$ cat src/rtl/sbm_pkg.sv
// Shared types for the SDRAM bank state monitor.
// Assumes a four-line command code and a three-bit burst-length setting.
package sbm_pkg;

    typedef enum logic [2:0] {
        CMD_NOP  = 3'd0,
        CMD_ACT  = 3'd1,
        CMD_RD   = 3'd2,
        CMD_WR   = 3'd3,
        CMD_PRE  = 3'd4,
        CMD_REF  = 3'd5,
        CMD_MODE = 3'd6,
        CMD_STOP = 3'd7
    } cmd_e;

    typedef enum logic [2:0] {
        ERR_NONE      = 3'd0,
        ERR_ACT_OPEN  = 3'd1,
        ERR_RW_IDLE   = 3'd2,
        ERR_MODE_BUSY = 3'd3,
        ERR_CLK_OFF   = 3'd4
    } err_e;

    localparam int NUM_ERR = 4;
    localparam int HALF_W  = 3;

    // Clock cycles taken by one burst: two transfers per clock.
    function automatic logic [HALF_W-1:0] half_burst(input logic [2:0] code);
        case (code)
            3'd2:    return 3'd2;
            3'd3:    return 3'd4;
            default: return 3'd1;
        endcase
    endfunction

endpackage

$ cat src/rtl/sbm_cmd_decode.sv
// Command decoder: maps the four active-low command lines to a command type.
// Assumes the lines are already stable at the sampling edge.
module sbm_cmd_decode
    import sbm_pkg::*;
(
    input  logic sel_n,
    input  logic row_n,
    input  logic col_n,
    input  logic wr_n,
    output cmd_e cmd
);

    // Decode the strobe pattern; a deselected chip is a no-operation.
    always_comb begin
        if (sel_n) begin
            cmd = CMD_NOP;
        end else begin
            case ({row_n, col_n, wr_n})
                3'b011:  cmd = CMD_ACT;
                3'b101:  cmd = CMD_RD;
                3'b100:  cmd = CMD_WR;
                3'b010:  cmd = CMD_PRE;
                3'b001:  cmd = CMD_REF;
                3'b000:  cmd = CMD_MODE;
                3'b110:  cmd = CMD_STOP;
                default: cmd = CMD_NOP;
            endcase
        end
    end

endmodule

$ cat src/rtl/sbm_bank_slice.sv
// One bank's state: open flag, stored row and auto-precharge countdown.
// Assumes the hit inputs are already qualified (legal, clock enabled, this bank).
module sbm_bank_slice #(
    parameter int ROW_W  = 14,
    parameter int HALF_W = 3
) (
    input  logic              clk,
    input  logic              rst_n,
    input  logic              act_hit,
    input  logic              rw_hit,
    input  logic              rw_autopre,
    input  logic              pre_hit,
    input  logic [ROW_W-1:0]  row_in,
    input  logic [HALF_W-1:0] half_len,
    output logic              is_open,
    output logic [ROW_W-1:0]  row_q
);

    logic [HALF_W-1:0] left_q;

    // Bank state update: precharge beats activate beats burst beats countdown.
    always_ff @(posedge clk) begin
        if (!rst_n) begin
            is_open <= 1'b0;
            row_q   <= '0;
            left_q  <= '0;
        end else if (pre_hit) begin
            is_open <= 1'b0;
            left_q  <= '0;
        end else if (act_hit) begin
            is_open <= 1'b1;
            row_q   <= row_in;
            left_q  <= '0;
        end else if (rw_hit) begin
            left_q  <= rw_autopre ? half_len : '0;
        end else if (left_q != '0) begin
            left_q  <= left_q - 1'b1;
            if (left_q == HALF_W'(1)) begin
                is_open <= 1'b0;
            end
        end
    end

    // an accepted activate opens the bank with the sampled row.
    p_act_row_r2: assert property (@(posedge clk) disable iff (!rst_n)
        act_hit |=> (is_open && row_q == $past(row_in)));

    // a precharge aimed at this bank closes it.
    p_pre_close_r3: assert property (@(posedge clk) disable iff (!rst_n)
        pre_hit |=> !is_open);

    // the last countdown step closes the bank when nothing else intervenes.
    p_ap_close_r5: assert property (@(posedge clk) disable iff (!rst_n)
        (left_q == HALF_W'(1) && !pre_hit && !act_hit && !rw_hit) |=> !is_open);

endmodule

$ cat src/rtl/sbm_burst_timer.sv
// Tracks whether a read or write burst is still on the bus.
// Assumes start pulses only for legal bursts; a new burst restarts the count.
module sbm_burst_timer #(
    parameter int HALF_W = 3
) (
    input  logic              clk,
    input  logic              rst_n,
    input  logic              start,
    input  logic [HALF_W-1:0] half_len,
    output logic              busy
);

    logic [HALF_W-1:0] cnt_q;

    // Load on a new burst, otherwise count down to zero.
    always_ff @(posedge clk) begin
        if (!rst_n) begin
            cnt_q <= '0;
        end else if (start) begin
            cnt_q <= half_len;
        end else if (cnt_q != '0) begin
            cnt_q <= cnt_q - 1'b1;
        end
    end

    assign busy = (cnt_q != '0);

    // a legal burst keeps the bus busy on the next edge.
    p_start_busy_r8: assert property (@(posedge clk) disable iff (!rst_n)
        start |=> busy);

    // the busy window ends once the count runs out.
    p_busy_end_r8: assert property (@(posedge clk) disable iff (!rst_n)
        (!start && cnt_q == HALF_W'(1)) |=> !busy);

endmodule

$ cat src/rtl/sbm_err_track.sv
// Sticky error record: one flag per code plus the first code seen.
// Assumes at most one error event per cycle.
module sbm_err_track
    import sbm_pkg::*;
(
    input  logic               clk,
    input  logic               rst_n,
    input  err_e               evt,
    output logic [NUM_ERR-1:0] err_vec,
    output logic [2:0]         err_code
);

    logic [NUM_ERR-1:0] set_mask;
    err_e               code_q;

    // Turn the event code into the flag it sets.
    always_comb begin
        set_mask = '0;
        case (evt)
            ERR_ACT_OPEN:  set_mask[0] = 1'b1;
            ERR_RW_IDLE:   set_mask[1] = 1'b1;
            ERR_MODE_BUSY: set_mask[2] = 1'b1;
            ERR_CLK_OFF:   set_mask[3] = 1'b1;
            default:       set_mask    = '0;
        endcase
    end

    // Accumulate flags and latch the first code.
    always_ff @(posedge clk) begin
        if (!rst_n) begin
            err_vec <= '0;
            code_q  <= ERR_NONE;
        end else begin
            err_vec <= err_vec | set_mask;
            if (code_q == ERR_NONE && evt != ERR_NONE) begin
                code_q <= evt;
            end
        end
    end

    assign err_code = code_q;

    // a raised flag never drops before reset.
    p_vec_sticky_r10: assert property (@(posedge clk) disable iff (!rst_n)
        (|err_vec) |=> ((err_vec & $past(err_vec)) == $past(err_vec)));

    // the first code is held.
    p_code_hold_r10: assert property (@(posedge clk) disable iff (!rst_n)
        (code_q != ERR_NONE) |=> $stable(code_q));

    // the first event after reset is the one recorded.
    p_first_code_r10: assert property (@(posedge clk) disable iff (!rst_n)
        (code_q == ERR_NONE && evt != ERR_NONE) |=> (code_q == $past(evt)));

endmodule

$ cat src/rtl/sdram_bank_monitor.sv
// SDRAM bank state monitor: follows bank open/idle state from the command bus
// and flags commands that are illegal in that state.
// Assumes one command per clock, sampled on the rising edge.
module sdram_bank_monitor
    import sbm_pkg::*;
#(
    parameter int NUM_BANKS = 4,
    parameter int ADDR_W    = 14,
    parameter int AP_BIT    = 10
) (
    input  logic                        clk,
    input  logic                        rst_n,
    input  logic                        cmd_sel_n,
    input  logic                        cmd_row_n,
    input  logic                        cmd_col_n,
    input  logic                        cmd_wr_n,
    input  logic                        clk_en,
    input  logic [$clog2(NUM_BANKS)-1:0] bank_sel,
    input  logic [ADDR_W-1:0]           addr_in,
    input  logic [2:0]                  burst_code,
    output logic [NUM_BANKS-1:0]        bank_open,
    output logic [NUM_BANKS*ADDR_W-1:0] bank_row,
    output logic [NUM_ERR-1:0]          err_vec,
    output logic [2:0]                  err_code
);

    localparam int BA_W = $clog2(NUM_BANKS);

    cmd_e              cmd;
    err_e              evt;
    logic              gated_bad;
    logic              sel_open;
    logic              is_rw;
    logic              burst_busy;
    logic              burst_start;
    logic [HALF_W-1:0] half_len;
    logic [NUM_BANKS-1:0] open_q;

    sbm_cmd_decode u_decode (
        .sel_n (cmd_sel_n),
        .row_n (cmd_row_n),
        .col_n (cmd_col_n),
        .wr_n  (cmd_wr_n),
        .cmd   (cmd)
    );

    assign half_len  = half_burst(burst_code);
    assign sel_open  = open_q[bank_sel];
    assign is_rw     = (cmd == CMD_RD) || (cmd == CMD_WR);
    // Only deselect/no-op and refresh (self-refresh entry) are allowed with the clock gated.
    assign gated_bad = !clk_en && (cmd != CMD_NOP) && (cmd != CMD_REF);
    assign burst_start = !gated_bad && is_rw && sel_open;

    // Classify the sampled command against the current bank state.
    always_comb begin
        evt = ERR_NONE;
        if (gated_bad) begin
            evt = ERR_CLK_OFF;
        end else begin
            case (cmd)
                CMD_ACT:  if (sel_open) evt = ERR_ACT_OPEN;
                CMD_RD,
                CMD_WR:   if (!sel_open) evt = ERR_RW_IDLE;
                CMD_MODE: if ((|open_q) || burst_busy) evt = ERR_MODE_BUSY;
                default:  evt = ERR_NONE;
            endcase
        end
    end

    sbm_burst_timer #(.HALF_W(HALF_W)) u_burst (
        .clk      (clk),
        .rst_n    (rst_n),
        .start    (burst_start),
        .half_len (half_len),
        .busy     (burst_busy)
    );

    for (genvar b = 0; b < NUM_BANKS; b++) begin : g_bank
        logic here;
        assign here = (bank_sel == BA_W'(b));

        sbm_bank_slice #(.ROW_W(ADDR_W), .HALF_W(HALF_W)) u_slice (
            .clk        (clk),
            .rst_n      (rst_n),
            .act_hit    (!gated_bad && cmd == CMD_ACT && here && !sel_open),
            .rw_hit     (burst_start && here),
            .rw_autopre (addr_in[AP_BIT]),
            .pre_hit    (!gated_bad && cmd == CMD_PRE && (addr_in[AP_BIT] || here)),
            .row_in     (addr_in),
            .half_len   (half_len),
            .is_open    (open_q[b]),
            .row_q      (bank_row[b*ADDR_W +: ADDR_W])
        );
    end

    sbm_err_track u_err (
        .clk      (clk),
        .rst_n    (rst_n),
        .evt      (evt),
        .err_vec  (err_vec),
        .err_code (err_code)
    );

    assign bank_open = open_q;

    // an all-bank precharge leaves no bank open.
    p_pre_all_r4: assert property (@(posedge clk) disable iff (!rst_n)
        (clk_en && cmd == CMD_PRE && addr_in[AP_BIT]) |=> (bank_open == '0));

    // a rejected gated command opens no bank.
    p_gated_no_open_r9: assert property (@(posedge clk) disable iff (!rst_n)
        (!clk_en && cmd != CMD_NOP && cmd != CMD_REF)
            |=> ((bank_open & ~$past(bank_open)) == '0));

    // a column access to an idle bank raises its flag.
    p_rw_idle_r7: assert property (@(posedge clk) disable iff (!rst_n)
        (clk_en && is_rw && !sel_open) |=> err_vec[1]);

    // a mode load with a bank open raises its flag.
    p_mode_open_r8: assert property (@(posedge clk) disable iff (!rst_n)
        (clk_en && cmd == CMD_MODE && (|bank_open)) |=> err_vec[2]);

    // activating an open bank raises its flag.
    p_act_open_r6: assert property (@(posedge clk) disable iff (!rst_n)
        (clk_en && cmd == CMD_ACT && sel_open) |=> err_vec[0]);

endmodule

$ cat config.mk
export PLATFORM = sky130hd
export DESIGN_NAME = sdram_bank_monitor
export DESIGN_NICKNAME = d
export VERILOG_FILES = /design/src/rtl/sbm_pkg.sv /design/src/rtl/sbm_cmd_decode.sv /design/src/rtl/sbm_bank_slice.sv /design/src/rtl/sbm_burst_timer.sv /design/src/rtl/sbm_err_track.sv /design/src/rtl/sdram_bank_monitor.sv
export SDC_FILE = /design/constraint.sdc
export NUM_CORES = 1
export LEC_CHECK = 0
export BUFFER_PORTS_ARGS = -buffer_cell sky130_fd_sc_hd__buf_2
export CAP_MARGIN = 40
export CORE_MARGIN = 2
export CORE_UTILIZATION = 53
export CTS_CLUSTER_SIZE = 20
export DETAILED_ROUTE_END_ITERATION = 8
export GPL_TIMING_DRIVEN = 0
export PLACE_DENSITY = 0.84
export SYNTH_ARGS = -nofsm -noshare
export SYNTH_HDL_FRONTEND = slang
export SYNTH_HIERARCHICAL = 1
export SYNTH_SLANG_ARGS = --single-unit
$ cat constraint.sdc
create_clock -name clk -period 2.2 [get_ports clk]
set_input_delay 0.11 -clock clk [delete_from_list [all_inputs] [get_ports clk]]
set_output_delay 0.11 -clock clk [all_outputs]
set_load 0.01 [all_outputs]
# [Word-level counts from Yosys, hierarchy flattened]
# Cells that the tools add are included.
[op_classes] n_addsub=5 magnitude_cmp=1 n_eq_ne=29 n_mux=41 bitwise=6 reduce_logical=73
[op_table] op="2-to-1 mux 3 bit" count=13
[op_table] op="nonzero test 2 bit" count=13
[op_table] op="equality test 3 x 2 -> 1 bit (second input constant)" count=8
[op_table] op="logical AND 1 bit" count=23
[op_table] op="2-to-1 mux 1 bit" count=22
[op_table] op="equality test 3 x 1 -> 1 bit (second input constant)" count=7
[op_table] op="case mux 3 bit (7 select lines)" count=1
[op_table] op="nonzero test 3 bit" count=7
[op_table] op="equality test 3 bit (second input constant)" count=6
[op_table] op="subtractor 3 x 1 -> 3 bit (second input constant)" count=5
[op_table] op="AND reduction 3 bit" count=4
[op_table] op="OR reduction 3 bit" count=4
[op_table] op="OR reduction 2 bit" count=5
[op_table] op="case mux 3 bit (3 select lines)" count=1
[op_table] op="inequality test 2 x 1 -> 1 bit (second input constant)" count=4
[op_table] op="AND reduction 2 bit" count=4
[op_table] op="logical NOT 3 bit" count=2
[op_table] op="logical OR 1 bit" count=6
[op_table] op="case mux 3 bit (2 select lines)" count=1
[op_table] op="inverter 1 bit" count=5
[op_table] op="equality test 2 bit (second input constant)" count=2
[op_table] op="2-to-1 mux 2 bit" count=2
[op_table] op="bitwise OR 4 bit" count=1
[op_table] op="OR reduction 4 bit" count=1
[op_table] op="6 further kinds" count=8
[totals] register_bits=82 input_bits=26 out_inout_bits=67 word_cells=170

# [Depth between registers and ports, before layout]
# Gate-level depths: netlist of run 1.
[depth] word_depth=12 ltp_mapped=9 ltp_nobuf=8

# [By module]
# Netlist of run 1, hierarchy kept.
[by_module_without_submodules] module="sbm_bank_slice at g_bank[0].u_slice ..." instances=3 cells_each=90 area_per_inst_um2=778.2 seq_area_each_um2=360.3
[by_module_without_submodules] module="sbm_bank_slice at g_bank[3].u_slice" instances=1 cells_each=90 area_per_inst_um2=775.7 seq_area_each_um2=360.3
[by_module_without_submodules] module="sbm_err_track" instances=1 cells_each=24 area_per_inst_um2=259.0 seq_area_each_um2=140.1
[by_module_without_submodules] module="sdram_bank_monitor" instances=1 cells_each=38 area_per_inst_um2=225.2 seq_area_each_um2=0.0
[by_module_without_submodules] module="sbm_burst_timer" instances=1 cells_each=21 area_per_inst_um2=201.4 seq_area_each_um2=60.1
[by_module_without_submodules] module="sbm_cmd_decode" instances=1 cells_each=8 area_per_inst_um2=47.5 seq_area_each_um2=0.0

# [Worst setup path before layout of run 1]
# Ideal clock, no wire load.
[synth_timing] kind="flip-flop to flip-flop" startpoint="reg g_bank[3].u_slice.is_open" endpoint="reg g_bank[1].u_slice.is_open" setup_ps=131 arrival_ps=1941 required_time_ps=2069 slack_ps=128 path_stages_with_launch=8 n_path_buf=1 synth_period_minus_slack_ps=2072 cell_sequence="dfxtp_1 -> mux4_2 -> or3b_4 -> nor2_1 -> buf_6 -> or4b_1 -> a21oi_1 -> nor3b_1"
[synth_via] elab_chain_cells=6 elab_cells_between_ends=11 cone_classes="eq/ne: 1; mux: 3; reduce/logical: 7"
[synth_rtl] item="start: declaration" line_no="sbm_bank_slice.sv:15" rtl="output logic is_open,"
[synth_rtl] item="start signal: assignment" line_no="sbm_bank_slice.sv:24" rtl="is_open <= 1'b0;"
[synth_rtl] item="start signal: assignment" line_no="sbm_bank_slice.sv:28" rtl="is_open <= 1'b0;"
[synth_rtl] item="start signal: assignment" line_no="sbm_bank_slice.sv:31" rtl="is_open <= 1'b1;"
[synth_rtl] item="binary-select mux 1 bit (select 2 bit) (*)" line_no="sdram_bank_monitor.sv:48" rtl="assign sel_open = open_q[bank_sel];"
[synth_rtl] item="2-to-1 mux 1 bit (implied by the code) (*)" line_no="sdram_bank_monitor.sv:48"
[synth_rtl] item="logical AND 1 bit / logical NOT 1 bit (equally long branches)" line_no="sdram_bank_monitor.sv:52, sdram_bank_monitor.sv:85"
[synth_rtl] item="logical AND 1 bit, on equally long branches" line_no="sdram_bank_monitor.sv:86, sdram_bank_monitor.sv:85"
[synth_rtl] item="inequality test 2 x 1 -> 1 bit (no source line) / nonzero test 2 bit (equally long branches)"
[synth_rtl] item="AND reduction 3 bit (no source line)"
[synth_rtl] item="end signal: assignment" line_no="sbm_bank_slice.sv:28"
[synth_rtl] item="end signal: assignment" line_no="sbm_bank_slice.sv:31"
[synth_rtl] item="end signal: assignment" line_no="sbm_bank_slice.sv:39" rtl="is_open <= 1'b0;"
[synth_rtl] item="end: declaration" line_no="sbm_bank_slice.sv:15"
# Every way passes the cells marked *; elsewhere a longest branch is shown, timed or not. The select of a mux whose other input is x is not followed.
# A chain may end at the register's enable or synchronous reset.

# [Worst setup path after layout of run 1]
# Same ends and word-level chain as after synthesis.

==> impl_metrics.json, run 1 <==
{
  "root_buffer": "clkbuf_8",
  "max_clock_freq_ghz": 0.4426,
  "synth.top_cell.area_share_pct": 42.71,
  "rsz0062_at_grt": "true",
  "ys_seq_area_share_pct": 42.71,
  "die_w_um": 89.16,
  "drtAntennaViolNets": 0,
  "htreeDepth": 3,
  "synth_nets": 491,
  "p_per_area_mw_per_mm2": 828.0,
  "p_leak_nw": 2.016,
  "yosysMostFrequentCell": "nand2_1",
  "period_share_pct": 102.7,
  "rows": 31,
  "grt_pass1_wl_um": 14970,
  "vias": 3539,
  "finalSetupViolCount": 1,
  "crit_required_ps": 2430,
  "yosys.cell_types.count": 44,
  "start_util_pct": 53.86,
  "period_needed_ps": 2259,
  "overflow": 0,
  "post-route-util_pct": 67.02,
  "grt_pass1_vias": 3250,
  "postSynthAreaPerCell_um2": 8.523,
  "wl_per_cell_um": 14.54,
  "synth_flop_cell": "dfxtp_1",
  "placed_area_mm2": 0.004428,
  "port_buffers": 92,
  "clockBufferDepth": 2,
  "critPathMaxFanout": 9,
  "dr.pass1.iters": 4,
  "grt_start_max_net_pins": 32,
  "wl_met2_um": 4940,
  "start_kind": "flop",
  "end_kind": "flop",
  "ir_drop_mv": 0.3854,
  "crit_chain": "mux4_2 -> or3b_4 -> nor2_1 -> buf_6 -> or4b_1 -> a21oi_1 -> nor3b_1",
  "synth_area_leader_cell": "dfxtp_1",
  "whs_ps": 31.34,
  "cp_slowest_stage_delay_ps": 540,
  "synthTopCellsByCount": "nand2_1, dfxtp_1, a21boi_0, nor2_1, inv_1",
  "syn_inst": 451,
  "hold_viol": 0,
  "io_pins": 93,
  "violations": "negative setup slack",
  "synth-edff-count": 0,
  "dpl.hpwl_um": 6710,
  "wl_met1_um": 4177,
  "synth_top_cells_by_area": "dfxtp_1, nand2_1, a21boi_0, ha_1, a211oi_1",
  "met3_length_um": 394,
  "worstSetupPathType": "reg2reg",
  "design_area_mm2": 0.004783,
  "mappedNetlistArea_mm2": 0.003844,
  "finalMaxSlewViolations": 0,
  "yosysWarningCount": 6,
  "setup_slack_ps": -59.24,
  "diodes": 0,
  "worstSkewPairLatency_ps": 350,
  "drive_gt1_share_pct": 27.26,
  "cts_buffers": 9,
  "cts.clk_slew.worst_paths_ps": 90,
  "synth-seq-cells": 82,
  "max_slew.worst_pin.slew_ps": 605.3,
  "relSlewSlack_pct": 59.30,
  "hold_path_class": "in2reg",
  "arrival_ps": 2490,
  "totalPowerFinal_mw": 3.961,
  "gp_congestion": 0.8471,
  "clock_sinks": 82,
  "cts_tree": "yes",
  "via_per_inst": 5.330,
  "die_h_um": 89.16,
  "grtUsageTotal_pct": 24.12,
  "routed_wl_um": 9653,
  "status": "complete, but fails checks",
  "cp_top_family": "simple AND/OR/NAND/NOR gates",
  "antenna_found_initial": 0,
  "drc_errors": 0,
  "pre_cts_ws_ps": -302.0,
  "finClkSkew_ps": 4.678,
  "cp_slowest_cell": "or4b_1",
  "dieArea_mm2": 0.007950,
  "coreArea_mm2": 0.007137,
  "cap_violations": 0,
  "fin_nets": 600,
  "highest_layer": "met4",
  "drt-initial-drc-count": 147,
  "syn_to_final_growth_pct": 24.45,
  "crit_buf_inv": 1,
  "synth_async_sr_flop_share_pct": 0
}
[power breakdown]
group	switching, mW	internal (mW)	leakage (nW)
combinational	0.478	0.446	1.23
sequential	0.106	1.62	0.666
clock	0.556	0.759	0.121
[cell families after synthesis]
group,Yosys count,synth area share [%]
flops,82,42.71
fa+ha+maj,14,4.557
xor+xnor,2,0.4558
mux,1,0.5859
compound gates,96,18.78
simple gates,224,28.45
buf+inv,32,4.459
[worst min-delay path, stage by stage]
cell	delay, ps
buf_2	130
nand2_1	60
a21boi_1	50
[area by class of cell]
class	count	area (um2)
repair buffers	98	505.5
clock inverters	6	112.6
flip-flops and latches	82	1645
well taps	99	123.9
fillers	600	2354
inverters	15	56.30
plain buffers	17	117.6
clock buffers	10	127.6
multi-input cells	337	2095
[what timing repair did]
| action | in CTS | in global routing |
|---|---|---|
| endpoints found under the hold margin | 0 | 0 |
| hold buffers | 0 | 0 |
| pin swaps | 0 | 5 |
| resized for setup | 6 | 18 |
| setup buffers | 1 | 5 |
| endpoints found under the setup margin | 36 | 44 |
[cell usage in the layout (no fill, tap or decap), types with 3 or more instances in the layout]
cell	Yosys	layout
or3_2	3	3
or4b_1	4	3
nor3_1	4	3
nor2b_1	10	7
bufinv_16	0	3
a31oi_1	4	4
nand2b_1	13	12
nor2_2	0	3
clkbuf_1	4	5
ha_1	14	14
a21boi_1	1	4
buf_4	4	10
a21o_2	4	4
or3b_1	4	4
a21boi_0	58	55
a211oi_1	12	12
a21oi_1	4	3
buf_2	5	96
dfxtp_2	0	3
nor4b_1	6	6
dfxtp_1	82	79
buf_6	4	4
nand3_1	8	8
inv_1	15	15
nor3b_1	10	10
o21a_1	6	6
nor2b_4	0	3
nand2_1	130	130
clkbuf_8	0	9
nor2_1	20	17
[layer usage]
metal | global-route usage (%) | up-vias
met5 | 0 | -
met4 | 7.327 | 0
met3 | 5.263 | 17
met2 | 41.82 | 86
met1 | 30.03 | 1688
li1 | - | 1748
[flip-flops by register name, summed over array words and instances, names as in the netlist]
signal                  cells
g_bank.u_slice/row_q       56
u_err/err_vec               4
u_err/err_code              3
u_burst/cnt_q               3
g_bank.u_slice/left_q      12
g_bank.u_slice/is_open      4
[final timing paths]
| kind | cells after the start | slack (ps) | end | from |
|---|---|---|---|---|
| worst min register to register | 2 | 440 | u_err/err_vec[2]$_SDFF_PN0_ | u_err/err_vec[2]$_SDFF_PN0_ |
| worst max-delay path | 7 | -60 | g_bank[1].u_slice/is_open$_SDFFE_PP0P_ | g_bank[3].u_slice/is_open$_SDFFE_PP0P_ |
| worst max register to register | 7 | -60 | g_bank[1].u_slice/is_open$_SDFFE_PP0P_ | g_bank[3].u_slice/is_open$_SDFFE_PP0P_ |
| worst min-delay path | 3 | 30 | g_bank[3].u_slice/row_q[9]$_SDFFE_PN0P_ | addr_in[9] |
[metrics by stage]
step / instances / TNS, ps
after floorplan: 451 / 0
after global placement: 642 / -3016
after detailed placement: 642 / -6314
after CTS: 659 / 0
after global routing: 664 / -102.6
final: 664 / -59.24
Power figures use the tool's default switching activity.
==> inputs of run 2 (changes only) <==
SETUP_SLACK_MARGIN = 0.3   (was not set)
==> run 2 against run 1 <==
Compared with the run above: the flow now finishes without violations; maximum frequency up 5.0%; combinational power up 22%; cell area up 8.5%; clock skew up 10 ps; first-iteration DRC count up 100%; critical path type unchanged; critical endpoint is now g_bank[2].u_slice/is_open$_SDFFE_PP0P_; largest power group unchanged.
==> impl_metrics.json, run 2 (synthesis results as in run 1) <==
{
  "status": "finished clean",
  "finalSetupViolCount": 0,
  "rows": 31,
  "cts_tree": "yes",
  "p_int_mw": 2.839,
  "fillCellCount": 517,
  "drt-initial-drc-count": 294,
  "multi_input_area_mm2": 0.002295,
  "dpl.hpwl_um": 6964,
  "gp_congestion": 0.8202,
  "seq_area_mm2": 0.001647,
  "fin_nets": 622,
  "wl_per_cell_um": 16.86,
  "grt_pass1_wl_um": 14970,
  "critPathMaxFanout": 5,
  "cp_slowest_cell": "mux4_2",
  "drive_gt1_share_pct": 35.95,
  "port_buffers": 92,
  "diodes": 0,
  "post-route-util_pct": 72.70,
  "grtUsageTotal_pct": 24.67,
  "arrival_ps": 2400,
  "setup_slack_ps": 48.61,
  "max_slew.worst_pin.slew_ps": 629.4,
  "p_per_area_mw_per_mm2": 802.9,
  "clock_sinks": 82,
  "cts_buffers": 9,
  "via_per_inst": 5.625,
  "cap_violations": 0,
  "die_w_um": 89.16,
  "cp_slowest_stage_delay_ps": 510,
  "syn_to_final_growth_pct": 34.99,
  "p_seq_share_pct": 41.9,
  "antenna_found_initial": 0,
  "cp_top_family": "simple AND/OR/NAND/NOR gates",
  "rsz0062_at_grt": "true",
  "mostFrequentLayoutCell": "nand2_1",
  "routed_wl_um": 11570,
  "hold_viol": 0,
  "hold_path_class": "in2reg",
  "relSlewSlack_pct": 57.88,
  "worstSetupPathType": "reg2reg",
  "end_kind": "flop",
  "root_buffer": "clkbuf_8",
  "combPwrFrac_pct": 27.2,
  "pre_cts_ws_ps": -182.8,
  "max_clock_freq_ghz": 0.4648,
  "swShare_pct": 31.85,
  "grt_pass1_vias": 3276,
  "p_clk_share_pct": 30.8,
  "finClkSkew_ps": 14.89,
  "htreeDepth": 3,
  "ir_drop_mv": 0.4015,
  "drtAntennaViolNets": 0,
  "overflow": 0,
  "largest_reg_flops": 56,
  "hold_buffers": 0,
  "io_pins": 93,
  "start_util_pct": 53.86,
  "cts.clk_slew.worst_paths_ps": 90,
  "dieArea_mm2": 0.007950,
  "dr.pass1.iters": 5,
  "final_cell_mix": "nand2_1, buf_2, dfxtp_1",
  "largest_register": "g_bank.u_slice/row_q",
  "die_h_um": 89.16,
  "p_leak_nw": 2.214,
  "drc_errors": 0,
  "crit_buf_inv": 1,
  "crit_required_ps": 2450,
  "crit_chain": "mux4_2 -> or3b_4 -> nor2_2 -> buf_6 -> or4b_4 -> a21oi_2 -> nor3b_1",
  "start_kind": "flop",
  "finalMaxSlewViolations": 0,
  "clockBufferDepth": 2,
  "period_share_pct": 97.79,
  "top_regs": "g_bank.u_slice/row_q (56), g_bank.u_slice/left_q (12)",
  "worstSkewPairLatency_ps": 370,
  "coreArea_mm2": 0.007137,
  "period_needed_ps": 2151,
  "fin_setup_tns_ps": 0,
  "grt_start_max_net_pins": 32,
  "power.switching_mw": 1.327,
  "vias": 3859
}
## run 2: cell count changes in the layout (fill, tap and decap cells not counted), sizes merged
cell,before,now
buf,110,132
bufinv,3,2
clkbuf,15,14
clkinv,2,0
clkinvlp,0,1
inv,16,19
## run 2: final timing paths
kind	start	to	slack (ps)	cells after the start
setup / recovery	g_bank[0].u_slice/is_open$_SDFFE_PP0P_	g_bank[2].u_slice/is_open$_SDFFE_PP0P_	50	7
hold / removal	addr_in[9]	g_bank[1].u_slice/row_q[9]$_SDFFE_PN0P_	20	3
hold reg to reg	u_err/err_vec[2]$_SDFF_PN0_	u_err/err_vec[2]$_SDFF_PN0_	450	2
setup reg to reg	g_bank[0].u_slice/is_open$_SDFFE_PP0P_	g_bank[2].u_slice/is_open$_SDFFE_PP0P_	50	7
## run 2: area by class of cell
type,count,area share (%)
multi-input combinational,337,44.22
sequential,82,31.73
timing repair buffer,120,13.36
buffer,17,2.701
clock buffer,9,2.387
tap,99,2.387
clock inverter,7,2.050
inverter,15,1.157
## run 2: repair_timing
item	in CTS	in global routing
buffers inserted	12	14
gates resized for setup	23	85
gates cloned	0	2
pin swaps	6	19
endpoints found under the setup margin	66	76
## run 2: power by group through the flow
| stage | logic, mW | registers, mW | clock network, mW |
|---|---|---|---|
| floorplan | 0.674 | 1.73 | 0 |
| global placement | 0.829 | 1.74 | 0 |
| detailed placement | 0.885 | 1.75 | 0 |
| CTS | 0.918 | 1.72 | 1.28 |
| global route | 1.24 | 1.76 | 1.37 |
| finish | 1.13 | 1.75 | 1.28 |
## run 2: worst reg2reg max path, cell delays in order, from the launching register on
cell and delay (ps):
dfxtp_2 340, mux4_2 510, or3b_4 320, nor2_2 60, buf_6 120, or4b_4 510
a21oi_2 130, nor3b_1 50
## run 2: routing by layer
| metal | wire [um] | up-vias | GRT usage [%] |
|---|---|---|---|
| met5 | 0 | - | 0 |
| met4 | 426 | 0 | 12.89 |
| met3 | 663 | 43 | 5.171 |
| met2 | 5719 | 170 | 39.66 |
| met1 | 4760 | 1855 | 31.19 |
| li1 | - | 1791 | - |
## run 2: through the flow
step	hold slack [ps]	instances	area [um2]	total power, mW
floorplan	241.2	451	3870	2.407
global placement	392.7	642	4454	2.571
detailed placement	404.1	642	4454	2.633
CTS	11.66	670	4853	3.917
global route	15.78	686	5189	4.374
finish	20.10	686	5189	4.166
==> inputs of run 3 (changes only) <==
CORE_UTILIZATION = 57   (was 53)
MAX_ROUTING_LAYER = met4   (was not set)
PLACE_DENSITY = 0.89   (was 0.84)
clock period = 2.7 ns   (was 2.2 ns; I/O delays follow)
==> run 3 against run 2 <==
Compared with the run above: maximum frequency decreased by 6.4%; die area decreased by 6.7%; wire length decreased by 19%; largest power group unchanged; critical path type unchanged; power decreased by 29%; largest cell class unchanged; utilization decreased by 1.2 points; sequential share of layout area increased by 4.0 points; combinational power decreased by 35%; cell area decreased by 11%; critical path depth unchanged.
==> impl_metrics.json, run 3 (synthesis results as in run 1) <==
{
  "end_kind": "flop",
  "crit_required_ps": 2970,
  "io_pins": 93,
  "htreeDepth": 3,
  "grt_pass1_vias": 3284,
  "whs_ps": 61.46,
  "routed_wl_um": 9405,
  "ir_drop_mv": 0.4352,
  "relSlewSlack_pct": 62.99,
  "p_int_mw": 2.017,
  "coreArea_mm2": 0.006422,
  "gp_congestion": 0.8285,
  "hold_path_class": "in2reg",
  "finalSetupViolCount": 0,
  "worstSkewPairLatency_ps": 350,
  "port_buffers": 92,
  "dp_cells": 620,
  "totalPowerFinal_mw": 2.951,
  "finalNonFillerCells": 636,
  "root_buffer": "clkbuf_8",
  "die_w_um": 86.12,
  "finalMaxSlewViolations": 0,
  "drc_errors": 0,
  "via_per_inst": 5.533,
  "clockBufferDepth": 2,
  "fin_setup_tns_ps": 0,
  "clock_sinks": 82,
  "drt-initial-drc-count": 256,
  "cts_tree": "yes",
  "start_util_pct": 59.85,
  "grt_start_max_net_pins": 32,
  "period_share_pct": 85.15,
  "start_kind": "flop",
  "dr.pass1.iters": 5,
  "cts.clk_slew.worst_paths_ps": 90,
  "largest_register": "g_bank.u_slice/row_q",
  "antenna_found_initial": 0,
  "max_slew.worst_pin.slew_ps": 550.4,
  "grt_pass1_wl_um": 15010,
  "syn_to_final_growth_pct": 19.53,
  "wl_per_cell_um": 14.79,
  "max_clock_freq_ghz": 0.4349,
  "p_seq_share_pct": 47.4,
  "dpl.hpwl_um": 6822,
  "diodes": 0,
  "p_clk_share_pct": 27.6,
  "p_per_area_mw_per_mm2": 642.2,
  "pre_cts_ws_ps": 1.178,
  "fillCellCount": 482,
  "critPathMaxFanout": 10,
  "rows": 29,
  "cap_violations": 0,
  "swShare_pct": 31.64,
  "vias": 3519,
  "worstSetupPathType": "reg2reg",
  "r2r_slack_ps": 400,
  "fin_nets": 594,
  "top_regs": "g_bank.u_slice/row_q (56), g_bank.u_slice/left_q (12)",
  "largest_reg_flops": 56,
  "finClkSkew_ps": 7.734,
  "mostFrequentLayoutCell": "nand2_1",
  "overflow": 0,
  "grtUsageTotal_pct": 26.31,
  "p_leak_nw": 1.936,
  "power.switching_uw": 933.6,
  "status": "finished clean",
  "dieArea_mm2": 0.007416,
  "final_cell_mix": "nand2_1, buf_2, dfxtp_1",
  "die_h_um": 86.12,
  "combPwrFrac_pct": 25.0,
  "period_needed_ps": 2299,
  "cts_buffers": 9,
  "arrival_ps": 2560,
  "drive_gt1_share_pct": 24.51,
  "hold_viol": 0,
  "drtAntennaViolNets": 0,
  "rsz0062_at_grt": "false",
  "setup_slack_ps": 400.8
}
## run 3: metal layers
layer	wire length [um]	vias to the layer above	part of all wire, %	global-route usage (%)
li1	-	1741	-	-
met4	114	0	1.2	9.380
met3	569	16	6.0	5.486
met1	3960	1650	42	31.29
met5	0	-	0	-
met2	4760	112	51	44.05
## run 3: timing repair
action	4_1_cts	5_1_grt
endpoints found under the setup margin	10	30
gates resized for setup	1	4
setup buffers	0	0
hold buffers	0	0
## run 3: final cells by class
type	instances	area [um2]	share of cell area [%]
plain buffers	17	115.1	2.505
clock buffers	10	127.6	2.778
clock inverters	6	48.80	1.062
inverters	15	56.30	1.225
multi-input cells	337	2048	44.58
flip-flops and latches	82	1642	35.73
well taps	77	96.34	2.097
repair buffers	92	460.4	10.02
## run 3: power groups by stage
stage	registers, mW	clock network, mW	logic, mW
after floorplan	1.41	0	0.547
after global placement	1.42	0	0.675
after detailed placement	1.42	0	0.722
after CTS	1.40	0.827	0.734
after global routing	1.41	0.879	0.833
final	1.40	0.814	0.738
## run 3: worst paths after layout
path,endpoint,startpoint,depth (start not counted)
worst min register to register,u_err/err_vec[2]$_SDFF_PN0_,u_err/err_vec[2]$_SDFF_PN0_,2
worst min-delay path,g_bank[2].u_slice/row_q[6]$_SDFFE_PN0P_,addr_in[6],3
worst max-delay path,g_bank[3].u_slice/row_q[13]$_SDFFE_PN0P_,g_bank[3].u_slice/is_open$_SDFFE_PP0P_,7
worst max register to register,g_bank[3].u_slice/row_q[13]$_SDFFE_PN0P_,g_bank[3].u_slice/is_open$_SDFFE_PP0P_,7
## run 3: critical path: stages (launching register included)
cell and delay (ps):
dfxtp_1 350, mux4_2 510, nand2b_1 240, nor2_1 260, and2b_1 280, buf_2 260
nand2_1 90, a21boi_0 220
## run 3: per-stage QoR
step / instance area, um2 / util (%)
finish: 4594 / 71.54
global route: 4594 / 71.54
CTS: 4579 / 71.30
detailed placement: 4400 / 68.52
global placement: 4400 / 68.52
floorplan: 3844 / -
